<file path="src/rtl/cfg_mode_pkg.sv">
package cfg_mode_pkg;
  typedef enum logic [2:0] {
    ST_DRAIN = 3'd0,
    ST_KICK  = 3'd1,
    ST_COPY  = 3'd2,
    ST_RUN   = 3'd3,
    ST_CFG   = 3'd4
  } seq_state_e;
endpackage

</file>
<file path="src/rtl/cfg_entry_qual.sv">
module cfg_entry_qual #(
  parameter int N_PH = 3
) (
  input  logic            en_i,
  input  logic            err_pending_i,
  input  logic [N_PH-1:0] hs_ctl_i,
  input  logic [N_PH-1:0] ls_ctl_i,
  output logic            qual_o
);
  assign qual_o = !en_i && !err_pending_i && (&hs_ctl_i) && !(|ls_ctl_i);
endmodule

</file>
<file path="src/rtl/cfg_pulse_meter.sv">
module cfg_pulse_meter #(
  parameter int MIN_LOW = 2048,
  parameter int MAX_LOW = 4096
) (
  input  logic clk_i,
  input  logic rst_ni,
  input  logic arm_i,
  input  logic line_i,
  output logic hit_o
);
  localparam int CW = $clog2(MAX_LOW + 2);
  localparam logic [CW-1:0] SAT = CW'(MAX_LOW + 1);
  localparam logic [CW-1:0] LO  = CW'(MIN_LOW);
  localparam logic [CW-1:0] HI  = CW'(MAX_LOW);

  logic          line_q, meas_q;
  logic [CW-1:0] cnt_q;

  always_ff @(posedge clk_i or negedge rst_ni) begin
    if (!rst_ni) begin
      line_q <= 1'b1;
      meas_q <= 1'b0;
      cnt_q  <= '0;
    end else begin
      line_q <= line_i;
      if (!arm_i) begin
        meas_q <= 1'b0;
        cnt_q  <= '0;
      end else if (meas_q) begin
        if (line_i) begin
          meas_q <= 1'b0;
          cnt_q  <= '0;
        end else if (cnt_q != SAT) begin
          cnt_q <= cnt_q + 1'b1;
        end
      end else if (line_q && !line_i) begin
        // only a fresh falling edge starts a measurement
        meas_q <= 1'b1;
        cnt_q  <= CW'(1);
      end
    end
  end

  assign hit_o = arm_i && meas_q && line_i && (cnt_q >= LO) && (cnt_q <= HI);

  AST_HIT_ON_RISE: assert property (@(posedge clk_i) disable iff (!rst_ni)
    hit_o |-> (line_i && !line_q)) else $error("hit without rising edge");
  AST_CNT_BOUNDED: assert property (@(posedge clk_i) disable iff (!rst_ni)
    cnt_q <= SAT) else $error("counter overflow");
endmodule

</file>
<file path="src/rtl/cfg_seq_fsm.sv">
module cfg_seq_fsm
  import cfg_mode_pkg::*;
(
  input  logic clk_i,
  input  logic rst_ni,
  input  logic hit_i,
  input  logic en_i,
  input  logic nv_busy_i,
  input  logic copy_done_i,
  output logic run_o,
  output logic copy_start_o,
  output logic cfg_mode_o,
  output logic err_hold_low_o,
  output logic drv_block_o
);
  seq_state_e st_q, st_d;

  always_comb begin
    st_d = st_q;
    unique case (st_q)
      ST_DRAIN: if (!nv_busy_i)  st_d = ST_KICK;
      ST_KICK:                   st_d = ST_COPY;
      ST_COPY:  if (copy_done_i) st_d = ST_RUN;
      ST_RUN:   if (hit_i)       st_d = ST_CFG;
      ST_CFG:   if (en_i)        st_d = ST_DRAIN;
      default:                   st_d = ST_DRAIN;
    endcase
  end

  always_ff @(posedge clk_i or negedge rst_ni) begin
    if (!rst_ni) st_q <= ST_DRAIN;
    else         st_q <= st_d;
  end

  assign run_o          = (st_q == ST_RUN);
  assign copy_start_o   = (st_q == ST_KICK);
  assign cfg_mode_o     = (st_q == ST_CFG);
  assign err_hold_low_o = (st_q == ST_DRAIN) || (st_q == ST_KICK) || (st_q == ST_COPY);
  assign drv_block_o    = !run_o;

  AST_START_SINGLE: assert property (@(posedge clk_i) disable iff (!rst_ni)
    copy_start_o |=> !copy_start_o) else $error("copy start too long");
  AST_START_AFTER_IDLE: assert property (@(posedge clk_i) disable iff (!rst_ni)
    $rose(copy_start_o) |-> $past(!nv_busy_i)) else $error("copy during write");
  AST_RELEASE_AFTER_DONE: assert property (@(posedge clk_i) disable iff (!rst_ni)
    $fell(drv_block_o) |-> $past(copy_done_i)) else $error("early release");
endmodule

</file>
<file path="src/rtl/cfg_mode_seq.sv">
module cfg_mode_seq #(
  parameter int N_PH    = 3,
  parameter int MIN_LOW = 2048,
  parameter int MAX_LOW = 4096
) (
  input  logic            clk_i,
  input  logic            rst_ni,
  input  logic            en_i,
  input  logic [N_PH-1:0] hs_ctl_i,
  input  logic [N_PH-1:0] ls_ctl_i,
  input  logic            err_line_i,
  input  logic            err_pending_i,
  input  logic            nv_busy_i,
  input  logic            copy_done_i,
  output logic            copy_start_o,
  output logic            cfg_mode_o,
  output logic            err_hold_low_o,
  output logic            drv_block_o
);
  logic qual, run, hit;

  cfg_entry_qual #(.N_PH(N_PH)) u_qual (
    .en_i          (en_i),
    .err_pending_i (err_pending_i),
    .hs_ctl_i      (hs_ctl_i),
    .ls_ctl_i      (ls_ctl_i),
    .qual_o        (qual)
  );

  cfg_pulse_meter #(.MIN_LOW(MIN_LOW), .MAX_LOW(MAX_LOW)) u_meter (
    .clk_i  (clk_i),
    .rst_ni (rst_ni),
    .arm_i  (qual && run),
    .line_i (err_line_i),
    .hit_o  (hit)
  );

  cfg_seq_fsm u_fsm (
    .clk_i          (clk_i),
    .rst_ni         (rst_ni),
    .hit_i          (hit),
    .en_i           (en_i),
    .nv_busy_i      (nv_busy_i),
    .copy_done_i    (copy_done_i),
    .run_o          (run),
    .copy_start_o   (copy_start_o),
    .cfg_mode_o     (cfg_mode_o),
    .err_hold_low_o (err_hold_low_o),
    .drv_block_o    (drv_block_o)
  );

  AST_ENTRY_EN_LOW: assert property (@(posedge clk_i) disable iff (!rst_ni)
    $rose(cfg_mode_o) |-> $past(!en_i && !err_pending_i)) else $error("bad entry");
  AST_ENTRY_PINS: assert property (@(posedge clk_i) disable iff (!rst_ni)
    $rose(cfg_mode_o) |-> $past((&hs_ctl_i) && !(|ls_ctl_i))) else $error("bad pins");
  AST_BLOCK_CFG: assert property (@(posedge clk_i) disable iff (!rst_ni)
    (cfg_mode_o || err_hold_low_o) |-> drv_block_o) else $error("driver free");
  AST_EXIT_HOLD: assert property (@(posedge clk_i) disable iff (!rst_ni)
    (cfg_mode_o && en_i) |=> (!cfg_mode_o && err_hold_low_o)) else $error("exit");
endmodule

</file>
<file path="config.mk">
export PLATFORM = sky130hd
export DESIGN_NAME = cfg_mode_seq
export DESIGN_NICKNAME = d
export VERILOG_FILES = /design/src/rtl/cfg_mode_pkg.sv /design/src/rtl/cfg_entry_qual.sv /design/src/rtl/cfg_pulse_meter.sv /design/src/rtl/cfg_seq_fsm.sv /design/src/rtl/cfg_mode_seq.sv
export SDC_FILE = /design/constraint.sdc
export NUM_CORES = 1
export LEC_CHECK = 0
export CAP_MARGIN = 20
export CORE_MARGIN = 2
export CORE_UTILIZATION = 37
export DETAILED_ROUTE_END_ITERATION = 10
export SLEW_MARGIN = 0
export SYNTH_ARGS = -nofsm -noshare
export SYNTH_HDL_FRONTEND = slang
export SYNTH_SLANG_ARGS = --single-unit
export TNS_END_PERCENT = 20
</file>
<file path="constraint.sdc">
create_clock -name clk_i -period 2.4 [get_ports clk_i]
set_input_delay 0.6 -clock clk_i [delete_from_list [all_inputs] [get_ports clk_i]]
set_output_delay 0.6 -clock clk_i [all_outputs]
set_load 0.02 [all_outputs]
</file>
==> summary.txt <==
Layout
  – Commonest cells after routing, fill and taps aside: 17 x a21oi_1, 17 x dfrtp_1, 16 x clkdlybuf4s50_1
  – # fillers: 260
  – Fraction of layout cells with a size suffix above 1: 7.64%
  – ANT cells: 0
  – Nets: 161
  – Synth-to-layout area growth: 21.9%

Place
  – DP Worst Slack: 0.00415 ns
  – Gpl congestion: 0.830
  – Hpwl dp: 1810 um
  – IO buf count: 16

Worst hold path
  – Hold WC Path Type: reg2reg
  – Hold path depth: 1
  – Hold_sp: u_fsm.st_q[2]
  – Hold Crit Endpoint: u_fsm.st_q[0]

Power
  – Leak pwr: 0.000499 uW
  – VDD IR-drop max: 0.000382 V
  – Pwr/cell area: 385 mW/mm^2

Worst setup path
  – Setup crit end kind: primary output
  – CP max stage cell: clkdlybuf4s50_1
  – Startpoint Class: flop
  – FF-to-FF End: u_meter.cnt_q[0]
  – WS Path Type: reg2out
  – Reg-to-reg setup timing slack: 0.41 ns
  – Req. time, crit path: 1.80 ns
  – Worst reg2reg path startpoint: u_meter.cnt_q[3]
  – Crit Path Max Fanout: 6
  – Worst path arrival time: 1.64 ns
  – Worst-path cell chain: nor2_1 -> and2_1 -> clkdlybuf4s50_1
  – Path depth of the worst reg2reg path: 5
  – Critical Path Max Stage Delay: 0.61 ns

STA
  – Final Cycle Share: 93.5%
  – Slew HR: 66.7%
  – Worst Setup Slack, final: 0.156 ns
  – TNS Setup: 0 ns
  – Worst clock skew: 0.0137 ns
  – Final Hold Fails: 0
  – RSZ-0062 raised after global routing: false
  – Max-slew violations: 0
  – Setup violations, final: 0
  – Fmax: 0.446 GHz
  – Slew @ Worst Pin: 0.500 ns
  – Min Tclk post-route: 2.24 ns

Status
  – Status: completed

Die
  – I/O pins: 17
  – Die Ht: 57.8 um
  – Rows: 19
  – DIE AREA: 0.00334 mm^2
  – Die X-Extent: 57.8 um
  – Core ar.: 0.00276 mm^2
  – Starting Density: 38.8%

Detailed routing
  – Residual DRC: 0
  – Detailed-route wire length per cell: 13.9 um
  – Vias/cell: 5.65
  – Via count: 988
  – 1st-pass router iterations: 4
  – Total wire length: 2430 um
  – ANT nets after route: 0
  – Drt initial violations: 32

Synthesis
  – Seq/Total Area, Yosys: 42.2%
  – Mean Syn Cell Area: 8.63 um^2
  – Synthesized area: 0.00107 mm^2
  – Post-synth net total: 140
  – Flops & latches, synth: 18
  – Ys async rst share: 100%
  – Synth warn: 0
  – Post-synth EDFFs: 0
  – Top FF cell, synth: dfrtp_1
  – Cell count after synthesis: 124
  – Yosys cell types: 34

Clock tree
  – TritonCTS clock tree: built
  – Max clock buf depth: 2
  – Clock Root Buffer: clkbuf_4
  – Worst-path clk slew: 0.11 ns
  – CTS Sinks: 18
  – TritonCTS buffer count: 3
  – Worst-Skew Late Latency: 0.30 ns
  – # H-tree levels: 1
  – Post-CTS setup buffer count: 0
  – Post-CTS resize count: 0
  – Hold_buf cts: 0

Global routing
  – GRT Overall Usage: 16.7%
  – First-pass GRT wire length: 4330 um
  – Vias in the first global route: 947
  – Largest net degree at the start of global routing: 19
  – Initial antenna violation count: 0
  – Remaining global-route overflow: 0

Run
  – Max cap viols: 0
==> critical path, delay by kind of cell, from the launching register on <==
family        cells  cell delay, ns
flops             1            0.44
buf+inv           1            0.61
simple gates      2            0.31
==> cell type report <==
cell class	count	area [um^2]	area share, %
inverter	6	22.5	1.73
tap	31	38.8	2.98
clock buffer	4	26.3	2.02
timing repair buffer	21	198	15.2
multi-input combinational	95	567	43.5
sequential	18	452	34.6
==> registers in the layout, indices dropped and copies added (netlist names) <==
| name | cells |
|---|---|
| u_fsm.st_q | 3 |
| u_meter.cnt_q | 13 |
| u_meter.line_q | 1 |
| u_meter.meas_q | 1 |
==> Yosys cell counts, types with 2 or more instances <==
cell	instances	share of area (%)
a21oi_1	17	8.0
dfrtp_1	17	40
nor2_1	12	4.2
o21ai_1	9	4.2
or3_1	7	4.1
inv_1	6	2.1
nand2_1	5	1.8
nand3_1	5	2.3
nor3_1	4	1.9
o21ai_0	4	1.9
ha_1	3	3.5
nand4_1	3	1.8
nor2b_1	3	1.8
or4_1	3	2.1
a21o_1	2	1.4
and3_1	2	1.2
buf_2	2	0.94
clkbuf_1	2	0.70
nand4bb_1	2	2.1
or3b_1	2	1.6
==> power breakdown <==
group / total (uW) / switching [uW] / internal [uW]
Clock: 161 / 96.8 / 64.6
Sequential: 305 / 0.483 / 305
Combinational: 35.8 / 14.8 / 21.0
==> through the flow <==
step	utilization, %	instance area (um^2)	hold WS [ns]	std cells	power (uW)
3_3_place_gp	46.3	1280	0.504	171	347
2_1_floorplan	-	1070	0.304	124	318
6_report	47.3	1300	0.517	175	502
3_5_place_dp	46.3	1280	0.521	171	348
4_1_cts	47.3	1300	0.519	175	512
5_1_grt	47.3	1300	0.570	175	526
==> logic make-up after synthesis <==
family	synth area share, %
buffers and inverters	4.80
adder cells (fa/ha/maj)	3.51
flip-flops	42.2
AO/OA/AOI/OAI	19.3
AND/OR/NAND/NOR	30.2
==> worst max path at each step <==
stage | from | to | slack [ns] | cells after the start
floorplan | err_pending_i | u_fsm.st_q[0] | 0.40 | 5
global placement | err_pending_i | u_fsm.st_q[0] | 0.04 | 5
detailed placement | err_pending_i | u_fsm.st_q[0] | 0.004 | 5
CTS | u_fsm.st_q[0] | cfg_mode_o | 0.13 | 3
global route | u_fsm.st_q[0] | cfg_mode_o | 0.08 | 3
finish | u_fsm.st_q[1] | cfg_mode_o | 0.16 | 3
==> metal layers <==
layer	track usage [%]	routed length, um	vias to the layer above	share of wire (%)
li1	-	-	498	-
met1	22.1	1140	472	47
met2	28.1	1190	16	49
met3	2.90	88	2	3.6
met4	4.98	17	0	0.70
met5	0	0	-	0
Note: power is estimated with default switching activity, not from simulation.
